## src/rtl/pwm_dt_pkg.sv

```systemverilog
package pwm_dt_pkg;

  // register select codes
  localparam int unsigned SEL_START  = 0;
  localparam int unsigned SEL_CMP    = 1;
  localparam int unsigned SEL_RELOAD = 2;
  localparam int unsigned SEL_DEAD   = 3;
  localparam int unsigned SEL_CTRL   = 4;

  // control word bit positions
  localparam int unsigned CTRL_EN_BIT  = 0;
  localparam int unsigned CTRL_POL_BIT = 1;
  localparam int unsigned CTRL_PRE_LSB = 2;

  // number of prescaler stages needed for a given exponent width
  function automatic int unsigned div_stages(input int unsigned pre_w);
    return (1 << pre_w) - 1;
  endfunction

  // the main waveform level for a count against a compare value
  function automatic logic main_level(input logic pol, input logic above_cmp);
    return pol ^ above_cmp;
  endfunction

endpackage

```

## src/rtl/pwm_dt_regs.sv

```systemverilog
module pwm_dt_regs
  import pwm_dt_pkg::*;
#(
  parameter int unsigned CNT_W  = 16,
  parameter int unsigned DB_W   = 8,
  parameter int unsigned PRE_W  = 3,
  parameter int unsigned ADDR_W = 3
) (
  input  logic              clk,
  input  logic              rst_n,
  input  logic              we,
  input  logic [ADDR_W-1:0] addr,
  input  logic [CNT_W-1:0]  wdata,
  input  logic              reload_ev,
  output logic              en,
  output logic [CNT_W-1:0]  start_val,
  output logic [CNT_W-1:0]  cmp_act,
  output logic [CNT_W-1:0]  rld_act,
  output logic [DB_W-1:0]   db_act,
  output logic              pol_act,
  output logic [PRE_W-1:0]  pre_act
);

  // programmed values, written by software
  logic [CNT_W-1:0] cmp_prog;
  logic [CNT_W-1:0] rld_prog;
  logic [DB_W-1:0]  db_prog;
  logic             pol_prog;
  logic [PRE_W-1:0] pre_prog;
  logic             stage_load;

  always_ff @(posedge clk or negedge rst_n) begin
    if (!rst_n) begin
      en        <= 1'b0;
      start_val <= '0;
      cmp_prog  <= '0;
      rld_prog  <= '0;
      db_prog   <= '0;
      pol_prog  <= 1'b0;
      pre_prog  <= '0;
    end else if (we) begin
      if (addr == ADDR_W'(SEL_START) && !en) start_val <= wdata;
      if (addr == ADDR_W'(SEL_CMP))          cmp_prog  <= wdata;
      if (addr == ADDR_W'(SEL_RELOAD))       rld_prog  <= wdata;
      if (addr == ADDR_W'(SEL_DEAD))         db_prog   <= wdata[DB_W-1:0];
      if (addr == ADDR_W'(SEL_CTRL)) begin
        en       <= wdata[CTRL_EN_BIT];
        pol_prog <= wdata[CTRL_POL_BIT];
        pre_prog <= wdata[CTRL_PRE_LSB +: PRE_W];
      end
    end
  end

  // working copies follow the programmed ones while stopped,
  // and only at a reload while running
  assign stage_load = !en || reload_ev;

  always_ff @(posedge clk or negedge rst_n) begin
    if (!rst_n) begin
      cmp_act <= '0;
      rld_act <= '0;
      db_act  <= '0;
      pol_act <= 1'b0;
      pre_act <= '0;
    end else if (stage_load) begin
      cmp_act <= cmp_prog;
      rld_act <= rld_prog;
      db_act  <= db_prog;
      pol_act <= pol_prog;
      pre_act <= pre_prog;
    end
  end

endmodule

```

## src/rtl/pwm_dt_prescaler.sv

```systemverilog
module pwm_dt_prescaler
  import pwm_dt_pkg::*;
#(
  parameter int unsigned PRE_W = 3
) (
  input  logic             clk,
  input  logic             rst_n,
  input  logic             en,
  input  logic [PRE_W-1:0] pre_sel,
  output logic             tick
);

  localparam int unsigned DIV_W = div_stages(PRE_W);

  logic [DIV_W-1:0] div_q;
  logic [DIV_W-1:0] mask;

  // one mask bit per active divider stage
  generate
    for (genvar gi = 0; gi < DIV_W; gi++) begin : g_mask
      assign mask[gi] = (gi < int'(pre_sel));
    end
  endgenerate

  always_ff @(posedge clk or negedge rst_n) begin
    if (!rst_n)   div_q <= '0;
    else if (!en) div_q <= '0;
    else          div_q <= div_q + DIV_W'(1);
  end

  assign tick = en && ((div_q & mask) == mask);

endmodule

```

## src/rtl/pwm_dt_counter.sv

```systemverilog
module pwm_dt_counter
  import pwm_dt_pkg::*;
#(
  parameter int unsigned CNT_W = 16
) (
  input  logic             clk,
  input  logic             rst_n,
  input  logic             en,
  input  logic             tick,
  input  logic [CNT_W-1:0] start_val,
  input  logic [CNT_W-1:0] cmp_act,
  input  logic [CNT_W-1:0] rld_act,
  input  logic             pol_act,
  output logic [CNT_W-1:0] cnt,
  output logic             lvl,
  output logic             reload_ev,
  output logic             irq
);

  logic at_reload;
  logic above_cmp;

  assign at_reload = (cnt == rld_act);
  assign above_cmp = (cnt > cmp_act);
  assign reload_ev = en && tick && at_reload;

  always_ff @(posedge clk or negedge rst_n) begin
    if (!rst_n) begin
      cnt <= '0;
    end else if (!en) begin
      cnt <= start_val;
    end else if (tick) begin
      if (at_reload) cnt <= CNT_W'(1);
      else           cnt <= cnt + CNT_W'(1);
    end
  end

  always_ff @(posedge clk or negedge rst_n) begin
    if (!rst_n) begin
      lvl <= 1'b0;
      irq <= 1'b0;
    end else begin
      lvl <= en ? main_level(pol_act, above_cmp) : pol_act;
      irq <= reload_ev;
    end
  end

endmodule

```

## src/rtl/pwm_dt_deadband.sv

```systemverilog
module pwm_dt_deadband #(
  parameter int unsigned DB_W = 8
) (
  input  logic            clk,
  input  logic            rst_n,
  input  logic            en,
  input  logic            lvl,
  input  logic [DB_W-1:0] db_act,
  output logic            out_hi,
  output logic            out_lo,
  output logic            dead_busy
);

  logic            lvl_prev;
  logic [DB_W-1:0] dt_q;
  logic [DB_W-1:0] dt_next;
  logic            lvl_edge;
  logic            release_ok;

  assign lvl_edge   = (lvl != lvl_prev);
  assign dead_busy  = (dt_q != '0);

  always_comb begin
    if (lvl_edge)       dt_next = db_act;
    else if (dead_busy) dt_next = dt_q - DB_W'(1);
    else                dt_next = '0;
  end

  assign release_ok = (dt_next == '0);

  always_ff @(posedge clk or negedge rst_n) begin
    if (!rst_n) begin
      lvl_prev <= 1'b0;
      dt_q     <= '0;
      out_hi   <= 1'b0;
      out_lo   <= 1'b0;
    end else if (!en) begin
      lvl_prev <= lvl;
      dt_q     <= '0;
      out_hi   <= 1'b0;
      out_lo   <= 1'b0;
    end else begin
      lvl_prev <= lvl;
      dt_q     <= dt_next;
      out_hi   <= release_ok &&  lvl;
      out_lo   <= release_ok && !lvl;
    end
  end

endmodule

```

## src/rtl/pwm_dt_top.sv

```systemverilog
module pwm_dt_top
  import pwm_dt_pkg::*;
#(
  parameter int unsigned CNT_W  = 16,
  parameter int unsigned DB_W   = 8,
  parameter int unsigned PRE_W  = 3,
  parameter int unsigned ADDR_W = 3
) (
  input  logic              clk,
  input  logic              rst_n,
  input  logic              cfg_we,
  input  logic [ADDR_W-1:0] cfg_addr,
  input  logic [CNT_W-1:0]  cfg_wdata,
  output logic              pwm_hi,
  output logic              pwm_lo,
  output logic              reload_irq
);

  // named internal events, visible to the checker
  logic             en_w;
  logic             tick_w;
  logic             reload_ev_w;
  logic [CNT_W-1:0] cnt_w;
  logic             lvl_w;
  logic             dead_busy_w;
  logic [CNT_W-1:0] start_w;
  logic [CNT_W-1:0] cmp_w;
  logic [CNT_W-1:0] rld_w;
  logic [DB_W-1:0]  db_w;
  logic             pol_w;
  logic [PRE_W-1:0] pre_w;

  pwm_dt_regs #(
    .CNT_W(CNT_W), .DB_W(DB_W), .PRE_W(PRE_W), .ADDR_W(ADDR_W)
  ) regs_i (
    .clk(clk), .rst_n(rst_n), .we(cfg_we), .addr(cfg_addr), .wdata(cfg_wdata),
    .reload_ev(reload_ev_w), .en(en_w), .start_val(start_w), .cmp_act(cmp_w),
    .rld_act(rld_w), .db_act(db_w), .pol_act(pol_w), .pre_act(pre_w)
  );

  pwm_dt_prescaler #(.PRE_W(PRE_W)) pre_i (
    .clk(clk), .rst_n(rst_n), .en(en_w), .pre_sel(pre_w), .tick(tick_w)
  );

  pwm_dt_counter #(.CNT_W(CNT_W)) cnt_i (
    .clk(clk), .rst_n(rst_n), .en(en_w), .tick(tick_w), .start_val(start_w),
    .cmp_act(cmp_w), .rld_act(rld_w), .pol_act(pol_w), .cnt(cnt_w),
    .lvl(lvl_w), .reload_ev(reload_ev_w), .irq(reload_irq)
  );

  pwm_dt_deadband #(.DB_W(DB_W)) dead_i (
    .clk(clk), .rst_n(rst_n), .en(en_w), .lvl(lvl_w), .db_act(db_w),
    .out_hi(pwm_hi), .out_lo(pwm_lo), .dead_busy(dead_busy_w)
  );

endmodule

```

## config.mk

```make
export PLATFORM = sky130hd
export DESIGN_NAME = pwm_dt_top
export DESIGN_NICKNAME = d
export VERILOG_FILES = /design/src/rtl/pwm_dt_pkg.sv /design/src/rtl/pwm_dt_regs.sv /design/src/rtl/pwm_dt_prescaler.sv /design/src/rtl/pwm_dt_counter.sv /design/src/rtl/pwm_dt_deadband.sv /design/src/rtl/pwm_dt_top.sv
export SDC_FILE = /design/constraint.sdc
export NUM_CORES = 1
export LEC_CHECK = 0
export ABC_AREA = 1
export BUFFER_PORTS_ARGS = -buffer_cell sky130_fd_sc_hd__buf_2
export CAP_MARGIN = 20
export CORE_UTILIZATION = 59
export DETAILED_ROUTE_END_ITERATION = 8
export PLACE_DENSITY = 0.76
export REMOVE_ABC_BUFFERS = 1
export SYNTH_ARGS = -nofsm -noshare
export SYNTH_HDL_FRONTEND = slang
export SYNTH_SLANG_ARGS = --single-unit
```

## constraint.sdc

```tcl
create_clock -name clk -period 2.24 [get_ports clk]
set_clock_uncertainty 0.2 [all_clocks]
set_input_delay 0.224 -clock clk [delete_from_list [all_inputs] [get_ports clk]]
set_output_delay 0.224 -clock clk [all_outputs]
set_load 0.005 [all_outputs]
```

==> results of run 1 <==
[layout by cell type (no fill, tap or decap), drive strengths merged, types with 18 or more instances in the layout]
master / instances
nor2: 53
nand3: 83
nand2: 282
o21ai: 77
a21oi: 18
ha: 20
inv: 82
dfrtp: 141
buf: 38
clkbuf: 25
[registers in the layout, indices dropped and copies added (netlist names), 3 cells and up]
signal            count
cnt_i.cnt            16
dead_i.dt_q           8
pre_i.div_q           7
regs_i.cmp_act       16
regs_i.cmp_prog      16
regs_i.db_act         8
regs_i.db_prog        8
regs_i.pre_act        3
regs_i.pre_prog       3
regs_i.rld_act       16
regs_i.rld_prog      16
regs_i.start_val     16
[worst paths after layout]
kind	startpoint	endpoint	slack [ns]	depth (start not counted)
min	rst_n	regs_i.cmp_prog[15]	0.14	2
max	cnt_i.cnt[2]	regs_i.pre_act[0]	0.14	9
max reg2reg	cnt_i.cnt[2]	regs_i.pre_act[0]	0.14	9
min in group clk	cfg_we	regs_i.pre_prog[1]	0.21	4
min reg2reg	cnt_i.lvl	dead_i.lvl_prev	0.23	0
max in group asynchronous	rst_n	dead_i.dt_q[3]	1.11	3
[power by group]
group	switching (mW)	internal (mW)
Clock	0.998	1.63
Combinational	1.88	1.14
Sequential	0.575	3.18
[per-layer routing]
metal	share of wire [%]	GRT usage (%)	vias to the layer above	routed length [um]
li1	-	-	2732	-
met1	45	36.8	2766	7130
met2	49	44.3	140	7630
met3	4.1	5.27	27	649
met4	1.8	10.4	0	289
met5	0	0	-	0
[stage by stage]
stage               hold slack [ns]  power [mW]  worst slack (ns)  cells  area (sq um)
floorplan                    -0.272        5.84            -0.943    799          6760
global placement             0.0119        6.51             0.178    980          7190
detailed placement           0.0147        6.69             0.123    980          7190
CTS                           0.142        9.38            0.0870   1028          7920
global route                  0.179        10.0           0.00980   1029          7940
finish                        0.138        9.41             0.143   1029          7940
[cell type report]
type	count	area share, %
Timing Repair Buffer	55	5.42
Sequential cell	141	44.4
Multi-Input combinational cell	577	37.0
Clock inverter	6	0.756
Tap cell	143	2.25
Clock buffer	25	6.24
Inverter	82	3.88
[what timing repair did]
item | in CTS | in global routing
hold buffers | 17 | 0
hold endpoints to repair | 184 | 0
endpoints found under the setup margin | 0 | 43
gates resized for setup | 0 | 2
[cell families after synthesis]
kind of cell / synth area share, %
simple gates: 28.1
xor+xnor: 2.88
fa+ha+maj: 3.60
compound gates: 7.43
flops: 50.7
buf+inv: 7.30
==> impl_metrics.py, run 1 <==
metrics = {
    "outcome": {
        "status": "finished clean",
    },
    "synth": {
        "yosys-top-cells-count": "235 x nand2_1, 141 x dfrtp_1, 83 x nand3_1, 79 x inv_1, 76 x o21ai_0",
        "dominantRegCellSynth": "dfrtp_1",
        "synth_edf_count": 0,
        "synth.most_common_cell": "nand2_1",
        "syn_area_per_cell_sq_um": 8.38,
        "ys_top_cells_by_area": "dfrtp_1 51%, nand2_1 13%, nand3_1 6.0%",
        "synth_cell_types": 30,
        "synth_top_cell_area_share_pct": 50.7,
        "seq_area_frac_synth_pct": 50.7,
        "synthArstFlopShare_pct": 100,
        "ys.warnings.count": 0,
        "synth.largest_area_cell": "dfrtp_1",
        "synth_seq_cells": 141,
        "synth_cells": 830,
        "syn_area_sq_mm": 0.00696,
    },
    "sta": {
        "rsz0062_at_grt": "no",
        "finalHoldViolations": 0,
        "drv_slew": 0,
        "fin_crit_sh_pct": 93.6,
        "fin_setup_tns_ns": 0,
        "setup_viol": 0,
        "tightest_slew_ns": 0.618,
        "fmax_mhz": 477,
        "timing.slew.headroom_pct": 58.7,
        "period_minus_slack_ns": 2.10,
    },
    "detailed_routing": {
        "drt_wl_total_mm": 15.7,
        "avgRoutedWirePerCell_um": 15.3,
        "final_antenna_net_count": 0,
        "post_drt_via_cell_ratio": 5.51,
        "drt_drc_violations_left": 0,
        "dr.pass1.iters": 5,
        "drt_iter0_drc": 424,
        "num_vias": 5665,
    },
    "layout": {
        "synthToLayoutAreaGrowth_pct": 14.2,
        "drive_gt1_share_pct": 13.8,
        "antennaDiodeCount": 0,
        "nets": 916,
        "final_util_pct": 69.3,
        "regArea_sq_mm": 0.00353,
        "n_fill_cell": 886,
        "multi_input_area_sq_mm": 0.00294,
    },
    "critical_path": {
        "arrival_ns": 2.20,
        "critical_path_class": "flip-flop to flip-flop",
        "slowest_stage": "dfrtp_1",
        "cp_max_fo": 28,
        "critical_path.top_delay_family": "simple AND/OR/NAND/NOR gates",
        "worst_ep_required_time_ns": 2.34,
        "crit_path_end_kind": "flip-flop",
        "cp-start-kind": "flip-flop",
        "path_common_cell": "nand2_1",
        "slowest_delay_ns": 0.46,
        "worstPathBufferInverterCount": 1,
        "cp_cell_sequence": "xnor2_1 > nand2_1 > nor2_1 > nand2_2 > nor2_8 > nand2_8 > buf_6 > nand3_1 > nand2_1",
    },
    "clocking": {
        "postCtsSetupRepairBufs": 0,
        "path_clk_slew_ns": 0.06,
        "clk_latency_ns": 0.42,
        "clock_sinks": 141,
        "cts_tree": "yes",
        "cts_buffers": 17,
        "cts_root_buffer": "clkbuf_16",
        "cts_buffer_depth": 2,
        "htree_levels": 4,
    },
    "floorplanning": {
        "die_y_um": 111,
        "rows": 39,
        "initial_core_util_pct": 60.7,
        "die_width_um": 111,
        "io_pins": 25,
        "core_area_sq_mm": 0.0115,
        "dieArea_sq_mm": 0.0122,
    },
    "job": {
        "drv_cap": 0,
    },
    "power_and_ir_drop": {
        "irDropWorstVdd_mv": 0.867,
        "power.static_leakage_nw": 4.10,
        "powerDensity_mw_per_mm2": 1180,
    },
    "placement": {
        "dpl.hpwl_mm": 10.0,
        "place_congestion": 0.935,
        "portBuffers": 24,
    },
    "global_routing": {
        "grt_pass1_wl_mm": 26.6,
        "gr-total-overflow": 0,
        "grt_usage_pct": 27.4,
        "grt_antenna_before_repair": 0,
        "grt_pass1_vias": 5759,
        "grt_max_degree": 55,
    },
    "worst_hold_path": {
        "hold_class": "input pin to asynchronous set/reset pin",
    },
}
(Power assumes the default switching activity.)
==> run 2, diff against run 1 <==
--- a/config.mk
+++ b/config.mk
@@ -8,6 +8,7 @@
 export ABC_AREA = 1
 export BUFFER_PORTS_ARGS = -buffer_cell sky130_fd_sc_hd__buf_2
 export CAP_MARGIN = 20
+export CORE_MARGIN = 2
 export CORE_UTILIZATION = 59
 export DETAILED_ROUTE_END_ITERATION = 8
 export PLACE_DENSITY = 0.76
==> run 2 against run 1 <==
Global-route usage shrank 1.1 points. Power increased by 4.4%. Register-to-register slack got worse by 0.02 ns.
==> impl_metrics.py, run 2 (same netlist as run 1, synthesis figures left out) <==
metrics = {
    "global_routing": {
        "grt_max_degree": 70,
        "gr-total-overflow": 0,
        "grt_pass1_wl_mm": 26.5,
        "grt_usage_pct": 26.3,
        "grt_pass1_vias": 5566,
        "grt_antenna_before_repair": 0,
    },
    "layout": {
        "layout_commonest_cell": "nand2_1",
        "antennaDiodeCount": 0,
        "nets": 916,
        "final_cells": 1030,
        "final_cell_mix": "235 x nand2_1, 140 x dfrtp_1, 83 x nand3_1, 79 x inv_1, 76 x o21ai_0",
        "drive_gt1_share_pct": 13.9,
        "n_fill_cell": 876,
        "synthToLayoutAreaGrowth_pct": 15.1,
    },
    "floorplanning": {
        "die_y_um": 113,
        "die_width_um": 113,
        "core_area_sq_mm": 0.0115,
        "dieArea_sq_mm": 0.0127,
        "rows": 39,
        "initial_core_util_pct": 60.7,
        "io_pins": 25,
    },
    "detailed_routing": {
        "num_vias": 5654,
        "avgRoutedWirePerCell_um": 15.1,
        "post_drt_via_cell_ratio": 5.49,
        "dr.pass1.iters": 7,
        "drt_iter0_drc": 552,
        "final_antenna_net_count": 0,
        "drt_drc_violations_left": 0,
        "drt_wl_total_mm": 15.6,
    },
    "sta": {
        "fin_crit_sh_pct": 94.4,
        "fmax_mhz": 473,
        "rsz0062_at_grt": "no",
        "hold-worst-slack_ns": 0.0817,
        "finalHoldViolations": 0,
        "drv_slew": 0,
        "period_minus_slack_ns": 2.11,
        "tightest_slew_ns": 0.592,
        "setup_viol": 0,
        "timing.slew.headroom_pct": 60.5,
    },
    "critical_path": {
        "cp-start-kind": "flip-flop",
        "critical_path_class": "flip-flop to flip-flop",
        "arrival_ns": 2.27,
        "cp_max_fo": 22,
        "cp_cell_sequence": "xnor2_1 > nand2_1 > nor2_1 > nand2_2 > nor2_8 > nand2_8 > nand2_4 > nand2_2 > nand2_1",
        "crit_path_end_kind": "flip-flop",
        "worst_ep_required_time_ns": 2.40,
        "slowest_stage": "dfrtp_1",
        "slowest_delay_ns": 0.46,
        "rrSetupSlack_ns": 0.13,
    },
    "power_and_ir_drop": {
        "power.static_leakage_nw": 4.14,
        "irDropWorstVdd_mv": 0.870,
        "powerDensity_mw_per_mm2": 1230,
        "power.total_mw": 9.82,
    },
    "clocking": {
        "clock_sinks": 141,
        "clk_latency_ns": 0.43,
        "path_clk_slew_ns": 0.06,
        "cts_tree": "yes",
        "cts_root_buffer": "clkbuf_16",
        "cts_buffer_depth": 2,
        "postCtsResizedCells": 0,
        "htree_levels": 4,
        "cts_buffers": 17,
    },
    "placement": {
        "dp.cells": 980,
        "portBuffers": 24,
        "place_congestion": 0.937,
        "dpl.hpwl_mm": 9.92,
    },
    "outcome": {
        "status": "finished clean",
    },
    "job": {
        "drv_cap": 0,
    },
    "worst_hold_path": {
        "hold_class": "input pin to asynchronous set/reset pin",
    },
}
## run 2: cell types whose count changed in the layout (fill, tap and decap cells not counted)
cell,delta
buf_4,+2
bufinv_16,+3
nand2_4,+1
clkinv_2,-2
clkbuf_8,+2
buf_12,-1
clkinvlp_4,-2
nand2_8,-1
buf_6,-1
## run 2: worst max-delay path: cells and delay by family, from the launching register on
family        cells  cell delay [ns]
flops             1             0.46
simple gates      8             1.18
xor+xnor          1             0.19
## run 2: final cells by class
type | count | area, sq um | area share (%)
sequential | 141 | 3530 | 44.1
multi-input combinational | 577 | 2930 | 36.6
clock buffer | 27 | 523 | 6.53
timing repair buffer | 55 | 414 | 5.17
inverter | 82 | 308 | 3.84
tap | 143 | 179 | 2.23
clock inverter | 5 | 125 | 1.56
## run 2: repair_timing
item                                    4_1_cts  5_1_grt
setup buffers                                 0        0
endpoints found under the setup margin        0        2
hold buffers                                 17        0
hold endpoints to repair                    199        0
## run 2: stage by stage
stage / worst slack (ns) / TNS [ns] / area (sq um) / utilization (%)
after floorplan: -0.943 / -64.56 / 6760 / -
after global placement: 0.186 / 0 / 7180 / 62.6
after detailed placement: 0.131 / 0 / 7180 / 62.6
after CTS: 0.109 / 0 / 8000 / 69.8
after global routing: 0.0241 / 0 / 8010 / 69.9
final: 0.126 / 0 / 8010 / 69.9
## run 2: per-layer routing
layer | part of all wire, % | wire [um] | vias to the layer above | GRT usage (%)
li1 | - | - | 2734 | -
met1 | 45 | 7070 | 2699 | 36.7
met2 | 47 | 7330 | 198 | 41.0
met3 | 6.5 | 1020 | 23 | 6.70
met4 | 1.2 | 181 | 0 | 7.89
met5 | 0 | 0 | - | 0
## run 2: power by group
| group | total, mW | switching, mW | leakage, nW | internal, mW |
|---|---|---|---|---|
| clock network | 3.07 | 1.02 | 0.318 | 2.04 |
| registers | 3.77 | 0.583 | 1.80 | 3.18 |
| logic | 2.99 | 1.86 | 2.02 | 1.13 |
## run 2: final timing paths
check                             startpoint                   to  cells after the start
worst min register to register     cnt_i.lvl      dead_i.lvl_prev                      0
min in group clk                      cfg_we   regs_i.pre_prog[1]                      3
max in group asynchronous              rst_n  regs_i.cmp_prog[14]                      3
worst min-delay path                   rst_n       pre_i.div_q[1]                      2
worst max-delay path            cnt_i.cnt[7]    regs_i.cmp_act[2]                      9
worst max register to register  cnt_i.cnt[7]    regs_i.cmp_act[2]                      9
